### src/rtl/mac_fir_pkg.sv
package mac_fir_pkg;

  typedef enum logic {
    ST_IDLE = 1'b0,
    ST_RUN  = 1'b1
  } fir_state_e;

  // Width of an accumulator that can hold TAPS full-scale products without wrap.
  function automatic int unsigned acc_width(input int unsigned sw,
                                            input int unsigned cw,
                                            input int unsigned taps);
    return sw + cw + $clog2(taps);
  endfunction

  // Tap weight i: a spread of values over almost the full signed CW-bit range.
  function automatic longint tap_weight(input int unsigned idx,
                                        input int unsigned cw);
    longint modulus;
    longint centre;
    longint raw;
    modulus = (longint'(1) << cw) - 15;
    centre  = (longint'(1) << (cw - 1)) - 8;
    raw     = longint'(idx) * 2731 + 97;
    return (raw % modulus) - centre;
  endfunction

  // Step a ring index one place forward or backward over 0..n-1.
  function automatic int unsigned ring_step(input int unsigned p,
                                            input int unsigned n,
                                            input bit          fwd);
    if (fwd) return (p == n - 1) ? 0 : p + 1;
    return (p == 0) ? n - 1 : p - 1;
  endfunction

endpackage

### src/rtl/mac_fir_sample_ram.sv
module mac_fir_sample_ram #(
  parameter int TAPS = 31,
  parameter int SW   = 16,
  parameter int PW   = $clog2(TAPS)
) (
  input  logic                 clk,
  input  logic                 rst_n,
  input  logic                 we,
  input  logic [PW-1:0]        waddr,
  input  logic signed [SW-1:0] wdata,
  input  logic [PW-1:0]        raddr,
  output logic signed [SW-1:0] rdata
);

  logic signed [SW-1:0] mem_q [TAPS];

  always_ff @(posedge clk or negedge rst_n) begin
    if (!rst_n) begin
      for (int i = 0; i < TAPS; i++) mem_q[i] <= '0;
    end else if (we) begin
      mem_q[waddr] <= wdata;
    end
  end

  // Asynchronous read: an entry overwritten at an edge is still read as its old value before that edge.
  assign rdata = mem_q[raddr];

endmodule

### src/rtl/mac_fir_coef_rom.sv
module mac_fir_coef_rom
  import mac_fir_pkg::*;
#(
  parameter int TAPS = 31,
  parameter int CW   = 16,
  parameter int PW   = $clog2(TAPS)
) (
  input  logic [PW-1:0]        addr,
  output logic signed [CW-1:0] coef
);

  localparam int SLOTS = 1 << PW;

  logic signed [CW-1:0] table_w [SLOTS];

  for (genvar g = 0; g < SLOTS; g++) begin : g_slot
    if (g < TAPS) begin : g_used
      assign table_w[g] = CW'(tap_weight(g, CW));
    end else begin : g_pad
      assign table_w[g] = '0;
    end
  end

  assign coef = table_w[addr];

endmodule

### src/rtl/mac_fir_ctrl.sv
module mac_fir_ctrl
  import mac_fir_pkg::*;
#(
  parameter int TAPS = 31,
  parameter int PW   = $clog2(TAPS)
) (
  input  logic          clk,
  input  logic          rst_n,
  input  logic          in_valid,
  output logic          in_ready,
  output logic          accept,
  output logic [PW-1:0] wr_ptr,
  output logic [PW-1:0] rd_ptr,
  output logic [PW-1:0] tap_idx,
  output logic          mac_en,
  output logic          mac_first,
  output logic          mac_last
);

  localparam logic [PW-1:0] LAST_IDX = PW'(TAPS - 1);

  fir_state_e    state_q;
  logic [PW-1:0] tap_q;
  logic [PW-1:0] wr_q;
  logic [PW-1:0] rd_q;

  assign mac_en    = (state_q == ST_RUN);
  assign mac_last  = mac_en && (tap_q == LAST_IDX);
  assign mac_first = mac_en && (tap_q == '0);
  assign in_ready  = (state_q == ST_IDLE) || mac_last;
  assign accept    = in_valid && in_ready;

  always_ff @(posedge clk or negedge rst_n) begin
    if (!rst_n) begin
      state_q <= ST_IDLE;
      tap_q   <= '0;
      wr_q    <= '0;
      rd_q    <= '0;
    end else if (accept) begin
      state_q <= ST_RUN;
      tap_q   <= '0;
      rd_q    <= wr_q;
      wr_q    <= PW'(ring_step(int'(wr_q), TAPS, 1'b1));
    end else if (mac_en) begin
      rd_q <= PW'(ring_step(int'(rd_q), TAPS, 1'b0));
      if (mac_last) begin
        state_q <= ST_IDLE;
        tap_q   <= '0;
      end else begin
        tap_q <= tap_q + PW'(1);
      end
    end
  end

  assign wr_ptr  = wr_q;
  assign rd_ptr  = rd_q;
  assign tap_idx = tap_q;

endmodule

### src/rtl/mac_fir_mac.sv
module mac_fir_mac #(
  parameter int SW = 16,
  parameter int CW = 16,
  parameter int AW = 37
) (
  input  logic                    clk,
  input  logic                    rst_n,
  input  logic                    en,
  input  logic                    first,
  input  logic                    last,
  input  logic signed [SW-1:0]    sample,
  input  logic signed [CW-1:0]    coef,
  output logic signed [SW+CW-1:0] prod_q,
  output logic                    prod_vld,
  output logic                    prod_first,
  output logic signed [AW-1:0]    acc,
  output logic                    out_valid,
  output logic signed [AW-1:0]    out_data
);

  localparam int PRW = SW + CW;
  localparam int XW  = AW - PRW;

  logic signed [PRW-1:0] prod_c;
  logic signed [AW-1:0]  prod_ext;
  logic                  prod_last;
  logic                  acc_done;

  assign prod_c   = sample * coef;
  assign prod_ext = {{XW{prod_q[PRW-1]}}, prod_q};

  // Stage 1: full multiply of the current operand pair.
  always_ff @(posedge clk or negedge rst_n) begin
    if (!rst_n) begin
      prod_q     <= '0;
      prod_vld   <= 1'b0;
      prod_first <= 1'b0;
      prod_last  <= 1'b0;
    end else begin
      prod_vld   <= en;
      prod_first <= en && first;
      prod_last  <= en && last;
      if (en) prod_q <= prod_c;
    end
  end

  // Stage 2: accumulate, restarting on the first product of every output.
  always_ff @(posedge clk or negedge rst_n) begin
    if (!rst_n) begin
      acc      <= '0;
      acc_done <= 1'b0;
    end else begin
      acc_done <= prod_vld && prod_last;
      if (prod_vld) acc <= prod_first ? prod_ext : acc + prod_ext;
    end
  end

  // Stage 3: capture the completed sum.
  always_ff @(posedge clk or negedge rst_n) begin
    if (!rst_n) begin
      out_valid <= 1'b0;
      out_data  <= '0;
    end else begin
      out_valid <= acc_done;
      if (acc_done) out_data <= acc;
    end
  end

endmodule

### src/rtl/mac_fir.sv
module mac_fir
  import mac_fir_pkg::*;
#(
  parameter int TAPS = 31,
  parameter int SW   = 16,
  parameter int CW   = 16
) (
  input  logic                                    clk,
  input  logic                                    rst_n,
  input  logic                                    in_valid,
  input  logic signed [SW-1:0]                    in_data,
  output logic                                    in_ready,
  output logic                                    out_valid,
  output logic signed [SW+CW+$clog2(TAPS)-1:0]    out_data
);

  localparam int PW = $clog2(TAPS);
  localparam int AW = acc_width(SW, CW, TAPS);

  logic                    accept;
  logic [PW-1:0]           wr_ptr;
  logic [PW-1:0]           rd_ptr;
  logic [PW-1:0]           tap_idx;
  logic                    mac_en;
  logic                    mac_first;
  logic                    mac_last;
  logic signed [SW-1:0]    hist_rd;
  logic signed [CW-1:0]    weight;
  logic signed [SW+CW-1:0] prod_q;
  logic                    prod_vld;
  logic                    prod_first;
  logic signed [AW-1:0]    acc;

  mac_fir_ctrl #(.TAPS(TAPS), .PW(PW)) u_ctrl (
    .clk       (clk),
    .rst_n     (rst_n),
    .in_valid  (in_valid),
    .in_ready  (in_ready),
    .accept    (accept),
    .wr_ptr    (wr_ptr),
    .rd_ptr    (rd_ptr),
    .tap_idx   (tap_idx),
    .mac_en    (mac_en),
    .mac_first (mac_first),
    .mac_last  (mac_last)
  );

  mac_fir_sample_ram #(.TAPS(TAPS), .SW(SW), .PW(PW)) u_ram (
    .clk   (clk),
    .rst_n (rst_n),
    .we    (accept),
    .waddr (wr_ptr),
    .wdata (in_data),
    .raddr (rd_ptr),
    .rdata (hist_rd)
  );

  mac_fir_coef_rom #(.TAPS(TAPS), .CW(CW), .PW(PW)) u_rom (
    .addr (tap_idx),
    .coef (weight)
  );

  mac_fir_mac #(.SW(SW), .CW(CW), .AW(AW)) u_mac (
    .clk        (clk),
    .rst_n      (rst_n),
    .en         (mac_en),
    .first      (mac_first),
    .last       (mac_last),
    .sample     (hist_rd),
    .coef       (weight),
    .prod_q     (prod_q),
    .prod_vld   (prod_vld),
    .prod_first (prod_first),
    .acc        (acc),
    .out_valid  (out_valid),
    .out_data   (out_data)
  );

endmodule

### config.mk
export PLATFORM = sky130hd
export DESIGN_NAME = mac_fir
export DESIGN_NICKNAME = d
export VERILOG_FILES = /design/src/rtl/mac_fir_pkg.sv /design/src/rtl/mac_fir_sample_ram.sv /design/src/rtl/mac_fir_coef_rom.sv /design/src/rtl/mac_fir_ctrl.sv /design/src/rtl/mac_fir_mac.sv /design/src/rtl/mac_fir.sv
export SDC_FILE = /design/constraint.sdc
export NUM_CORES = 2
export LEC_CHECK = 0
export BUFFER_PORTS_ARGS = -buffer_cell sky130_fd_sc_hd__buf_2
export CORE_UTILIZATION = 40
export CTS_CLUSTER_SIZE = 40
export DETAILED_ROUTE_END_ITERATION = 7
export GPL_TIMING_DRIVEN = 0
export PLACE_DENSITY = 0.58
export SETUP_SLACK_MARGIN = 0.5
export SYNTH_ARGS = -nofsm -noshare
export SYNTH_HDL_FRONTEND = slang
export SYNTH_SLANG_ARGS = --single-unit
### constraint.sdc
create_clock -name clk -period 16.3 [get_ports clk]
set_input_delay 0 -clock clk [delete_from_list [all_inputs] [get_ports clk]]
set_output_delay 0 -clock clk [all_outputs]
set_load 0.03 [all_outputs]
# Word-level counts from Yosys, hierarchy flattened
# Memories as Yosys holds them, arrays and structs flattened.
# Index checks and enable logic that the tools add are counted.
[word_totals] out_inout_bits=39 wordCells=94 mem_count=1 regBits=623 romBits=512 ramBits=0 inputBits=19 latch_bits=0
[classes] order_cmp=4 addsub=5 n_mul=1 n_mux=22 n_eq_ne=2 bitwise=4 div=0 n_reduce_logical=12 shift=0
[memory_table] memory="(no name shown)" words=32 word_bits=16 rd=1 rd_ports_with_merged_regs=0 wr=0 line_no="mac_fir_coef_rom.sv:24" rtl="assign coef = table_w[addr];"
[ops] cell="$bwmux W496" n=1
[ops] cell="$bmux W16 S5" n=1
[ops] cell="$demux W16 S5" n=1
[ops] cell="$mux W16" n=5
[ops] cell="$mux W5" n=9
[ops] cell="$add A37 B32 Y37" n=1
[ops] cell="$mux W37" n=1
[ops] cell="$mul A16 B16 Y32" n=1
[ops] cell="$ge A6 B6 Y1 const B" n=3
[ops] cell="$not A5 Y6" n=3
[ops] cell="$logic_not A5 Y1" n=3
[ops] cell="$add A5 B1 Y5 const B" n=2
[ops] cell="$eq A5 B5 Y1 const B" n=2
[ops] cell="$sub A5 B1 Y5 const B" n=2
[ops] cell="$logic_and A1 B1 Y1" n=7
[ops] cell="$lt A6 B1 Y1 const B" n=1
[ops] cell="$mux W1" n=4
[ops] cell="$reduce_bool A2 Y1" n=1
[ops] cell="$logic_or A1 B1 Y1" n=1
[ops] cell="$not A1 Y1" n=1

# Longest topological paths before layout
[depth] word_depth=6 ltp_mapped=36 ltp_nobuf=32

# Modules after synthesis
# From an unflattened synthesis, not the netlist that was laid out.
[unflattened] hier_cells=3498 area_unflattened_um2=40844.2
[modules_own_cells] module="mac_fir_sample_ram" cells_each=1620 n_inst=1 seq_area_each_um2=12411.9 area_each_um2=23167.2
[modules_own_cells] module="mac_fir_mac" cells_each=1683 n_inst=1 seq_area_each_um2=2777.7 area_each_um2=16044.1
[modules_own_cells] module="mac_fir_ctrl" cells_each=98 n_inst=1 seq_area_each_um2=400.4 area_each_um2=932.1
[modules_own_cells] module="mac_fir_coef_rom" cells_each=97 n_inst=1 seq_area_each_um2=0.0 area_each_um2=700.7

# Least setup slack after synthesis
# Ideal clock, no wire load.
[synth_timing] path_type="flip-flop to flip-flop" start="register u_ctrl.rd_q[0] (netlist: u_ctrl.rd_ptr[0])" end="register u_mac.prod_q[28]" period_less_slack_ns=8.172 path_stages_with_launch=30 n_path_buf=4 arrival_ns=8.047 path_slack_ns=8.128 setup_time_ns=0.125 required_time_ns=16.175 cell_sequence="dfrtp_1 > buf_6 > buf_1 > mux4_2 > mux4_2 > o21ai_0 > clkbuf_1 > nor2_1 > fa_1 > inv_1 > fa_1 > fa_1 > inv_1 > fa_1 > fa_1 > inv_1 > fa_1 > inv_1 > ha_1 > clkbuf_1 > a21o_1 > a21o_1 > a21oi_1 > o21ai_0 > o21ba_2 > o21ai_0 > o41ai_1 > o21ai_1 > xor2_1 > mux2_2"
[synth_between] elab_chain_cells=5
[synth_rtl] element="start, declared" line_no="mac_fir_ctrl.sv:25" rtl="logic [PW-1:0] rd_q;"
[synth_rtl] element="start signal, assigned" line_no="mac_fir_ctrl.sv:42" rtl="rd_q <= wr_q;"
[synth_rtl] element="start signal, assigned" line_no="mac_fir_ctrl.sv:45" rtl="rd_q <= PW'(ring_step(int'(rd_q), TAPS, 1'b0));"
[synth_rtl] element="$not A5 Y6 (not written as such)" line_no="mac_fir_sample_ram.sv:26" rtl="assign rdata = mem_q[raddr];"
[synth_rtl] element="$bmux W16 S5" line_no="mac_fir_sample_ram.sv:26"
[synth_rtl] element="$mux W16 (not written as such) (2 in a row)" line_no="mac_fir_sample_ram.sv:26"
[synth_rtl] element="$mul A16 B16 Y32" line_no="mac_fir_mac.sv:29" rtl="assign prod_c = sample * coef;"
[synth_rtl] element="end signal, assigned" line_no="mac_fir_mac.sv:43" rtl="if (en) prod_q <= prod_c;"
[synth_rtl] element="end, declared" line_no="mac_fir_mac.sv:13" rtl="output logic signed [SW+CW-1:0] prod_q,"
# No other way between the ends. The select of a mux whose other input is x is not followed.
# A chain may end at the register's enable or synchronous reset.

# Worst setup path after layout
[layout_timing] start="register u_ctrl.rd_q[1] (netlist: u_ctrl.rd_ptr[1])" end="register u_mac.prod_q[28]"
# The elaborated chain is that of the path after synthesis.

==> flow_summary_export.csv <==
group,metric,value,unit
logic_synthesis,synth_edf_count,0,
logic_synthesis,yosysUniqueCellTypes,70,
floorplan,start_util,40.3,%
cells_and_area,drive_gt1_share,25.7,%
global_routing,grt_pass1_vias,27100,
route,vias,25800,
clock_network,cts_tree,"built",
global_routing,grt_usage,21.1,%
place,dpl_cell_area,41700,um^2
cells_and_area,area_growth,12.2,%
critical_path,critical_path_class,"reg2reg",
sta,setup_viol,0,
route,initialDrtViolationCount,1592,
run_status,violations,"max-capacitance violations",
global_routing,gr-total-overflow,0,
floorplan,die_area,100000,um^2
cells_and_area,nFillCells,9120,
route,antenna_left,0,
min_path,holdCritPathClass,"in2reg",
logic_synthesis,yosysSeqAreaShare,39.3,%
logic_synthesis,synth_top_area_share,39.3,%
global_routing,grt_max_degree,116,
sta,clock_skew,0.0640,ns
logic_synthesis,synth_cells,3327,
logic_synthesis,synth_fp_nets,3738,
sta,finalHoldViolations,0,
logic_synthesis,synth_common_cells,"dfrtp_1 (623), mux2_2 (559), inv_1 (347)",
cells_and_area,multi_input_area,21900,um^2
clock_network,cts.sinks,623,
logic_synthesis,syn_area_per_cell,11.9,um^2
floorplan,fp.dieH,317,um
critical_path,cp_slowest_cell,"o21ai_0",
floorplan,dieWidth,317,um
logic_synthesis,ys.flop_type,"dfrtp_1",
floorplan,ios,58,
sta,maxSlewViolCount,0,
critical_path,max_stage_delay,0.83,ns
clock_network,cts_hold_buf,20,
route,via_per_inst,5.34,
critical_path,worstSetupEndpointType,"flip-flop",
critical_path,endpoint,"u_mac.prod_q[28]",
clock_network,post_cts_buffers,0,
critical_path,reg2regPathDepth,31,
logic_synthesis,ys_seq_elements,623,
logic_synthesis,async_flop_share,100,%
critical_path,path_common_cell,"inv_1",
critical_path,crit_path_start_kind,"flip-flop",
floorplan,coreArea,98300,um^2
critical_path,critPathMaxFanout,10,
sta,period_minus_slack,10.55,ns
critical_path,r2r_start,"u_ctrl.rd_ptr[1]",
clock_network,cts_root_buf,"clkbuf_16",
critical_path,crit_required,16.80,ns
run_status,status,"finished with violations",
cells_and_area,nNetsFinal,3895,
route,routedWlPerCell,21.0,um
clock_network,h-tree-depth,3,
global_routing,antenna_found_initial,1,
place,port_buffers,56,
sta,fin_setup_tns,0,ns
critical_path,reg2reg_to,"u_mac.prod_q[28]",
critical_path,r2r_slack,5.75,ns
sta,max_freq,94.8,MHz
cells_and_area,seq_area,15600,um^2
job,drv_cap,1,
sta,grt_setup_unrepaired,"false",
critical_path,cp.arrival,11.05,ns
clock_network,clock_latency,0.67,ns
floorplan,rows,115,
place,place_hpwl,75.9,mm
logic_synthesis,ys_warn_count,0,
critical_path,crit_start,"u_ctrl.rd_ptr[1]",
clock_network,cts.clk_slew.worst_paths,0.06,ns
sta,maxSlewHeadroom,0.975,%
logic_synthesis,yosys.area.top_type,"dfrtp_1",
clock_network,clockBufferDepth,3,
route,dr.pass1.iters,6,
sta,fin_crit_sh,64.7,%
cells_and_area,final_area,44400,um^2
logic_synthesis,yosys-top-cells-area,"dfrtp_1 (39%), mux2_2 (16%), fa_1 (13%)",
clock_network,cts_buffers,74,
logic_synthesis,yosysMostFrequentCell,"dfrtp_1",
place,routabilityCongestion,0.884,
global_routing,grt_pass1_wl,161,mm
clock_network,ctsResizeCount,0,
cells_and_area,diodes,0,
route,drc,0,
logic_synthesis,syn_area,39600,um^2
sta,tightest_slew,1.48,ns
route,drt-total-wl,102,mm
## layout make-up
type / count / share of cell area (%)
plain buffers: 204 / 1.84
clock inverters: 29 / 0.960
repair buffers: 81 / 1.45
multi-input cells: 2152 / 49.3
flip-flops and latches: 623 / 35.1
well taps: 1287 / 3.62
inverters: 348 / 2.94
clock buffers: 103 / 4.80
## layout by cell type (no fill, tap or decap), drive strengths merged, types with 12 or more instances in the layout
cell / Yosys / routed
dfrtp: 623 / 623
mux2: 559 / 559
inv: 347 / 350
clkbuf: 161 / 264
fa: 262 / 262
nor2: 225 / 225
nand2: 162 / 162
ha: 130 / 130
mux4: 114 / 114
buf: 43 / 105
a21oi: 101 / 101
o21ai: 90 / 90
mux2i: 54 / 54
nand2b: 51 / 51
xnor2: 40 / 40
nor2b: 36 / 36
a21o: 34 / 34
a31oi: 33 / 33
nand3: 25 / 25
or2: 22 / 22
nand4: 21 / 21
xor2: 20 / 20
o21a: 19 / 19
dlygate4sd3: 0 / 19
nor3: 18 / 18
and2: 18 / 18
o2111ai: 18 / 18
clkinv: 1 / 18
and3: 12 / 12
## per-layer routing
metal | track usage (%) | share of wire [%]
met5 | 0 | 0
met4 | 6.27 | 2.8
met3 | 3.08 | 4.0
met2 | 34.8 | 48
met1 | 28.8 | 45
## flip-flops by register name, indices dropped and copies added (netlist names), 5 cells and up
signal	cells
u_ctrl.rd_ptr	5
u_ctrl.tap_idx	5
u_ctrl.wr_ptr	5
u_mac.acc	37
u_mac.out_data	37
u_mac.prod_q	32
u_ram.mem_q	496
## worst max-delay path, delay by kind of cell, from the launching register on
family / cells / cell delay (ns)
and+or+nand+nor: 2 / 0.51
xor gates and xnor gates: 1 / 0.19
DFF: 1 / 0.31
AOI/OAI and AO/OA: 8 / 2.91
adders and majority gates: 7 / 2.81
buffers and inverters: 11 / 2.81
muxes: 2 / 0.83
## through the flow
step           util, %  instances  worst slack, ns  hold WS, ns
3_3_place_gp      42.2       4670             1.48        0.319
4_1_cts           45.2       4827             5.66        0.142
3_5_place_dp      42.4       4675             5.72     -0.00578
5_1_grt           45.2       4827             5.21        0.183
6_report          45.2       4827             5.75        0.184
2_1_floorplan        -       3327             8.13       -0.296
## logic make-up (layout without fill, tap and decap cells)
group	count (synthesis)	count (layout)	synth area share (%)
muxes	727	727	23.7
DFF	623	623	39.3
and+or+nand+nor	609	609	7.11
buffers and inverters	552	765	5.36
adders and majority gates	392	392	17.3
AOI/OAI and AO/OA	364	364	5.79
xor gates and xnor gates	60	60	1.33
## worst min path at each step
| stage | start | end | slack, ns | depth (start not counted) |
|---|---|---|---|---|
| detailed placement | rst_n | u_mac.out_data[1] | -0.006 | 1 |
| global route | in_data[15] | u_ram.mem_q[15] | 0.18 | 3 |
| CTS | in_data[15] | u_ram.mem_q[15] | 0.14 | 3 |
| floorplan | rst_n | u_ctrl.mac_en | -0.30 | 0 |
| global placement | in_data[15] | u_ram.mem_q[15] | 0.32 | 2 |
| finish | in_data[15] | u_ram.mem_q[15] | 0.18 | 3 |
Power is not shown: default switching activity piles up to over one toggle a cycle in this logic, so the estimate is an artifact.
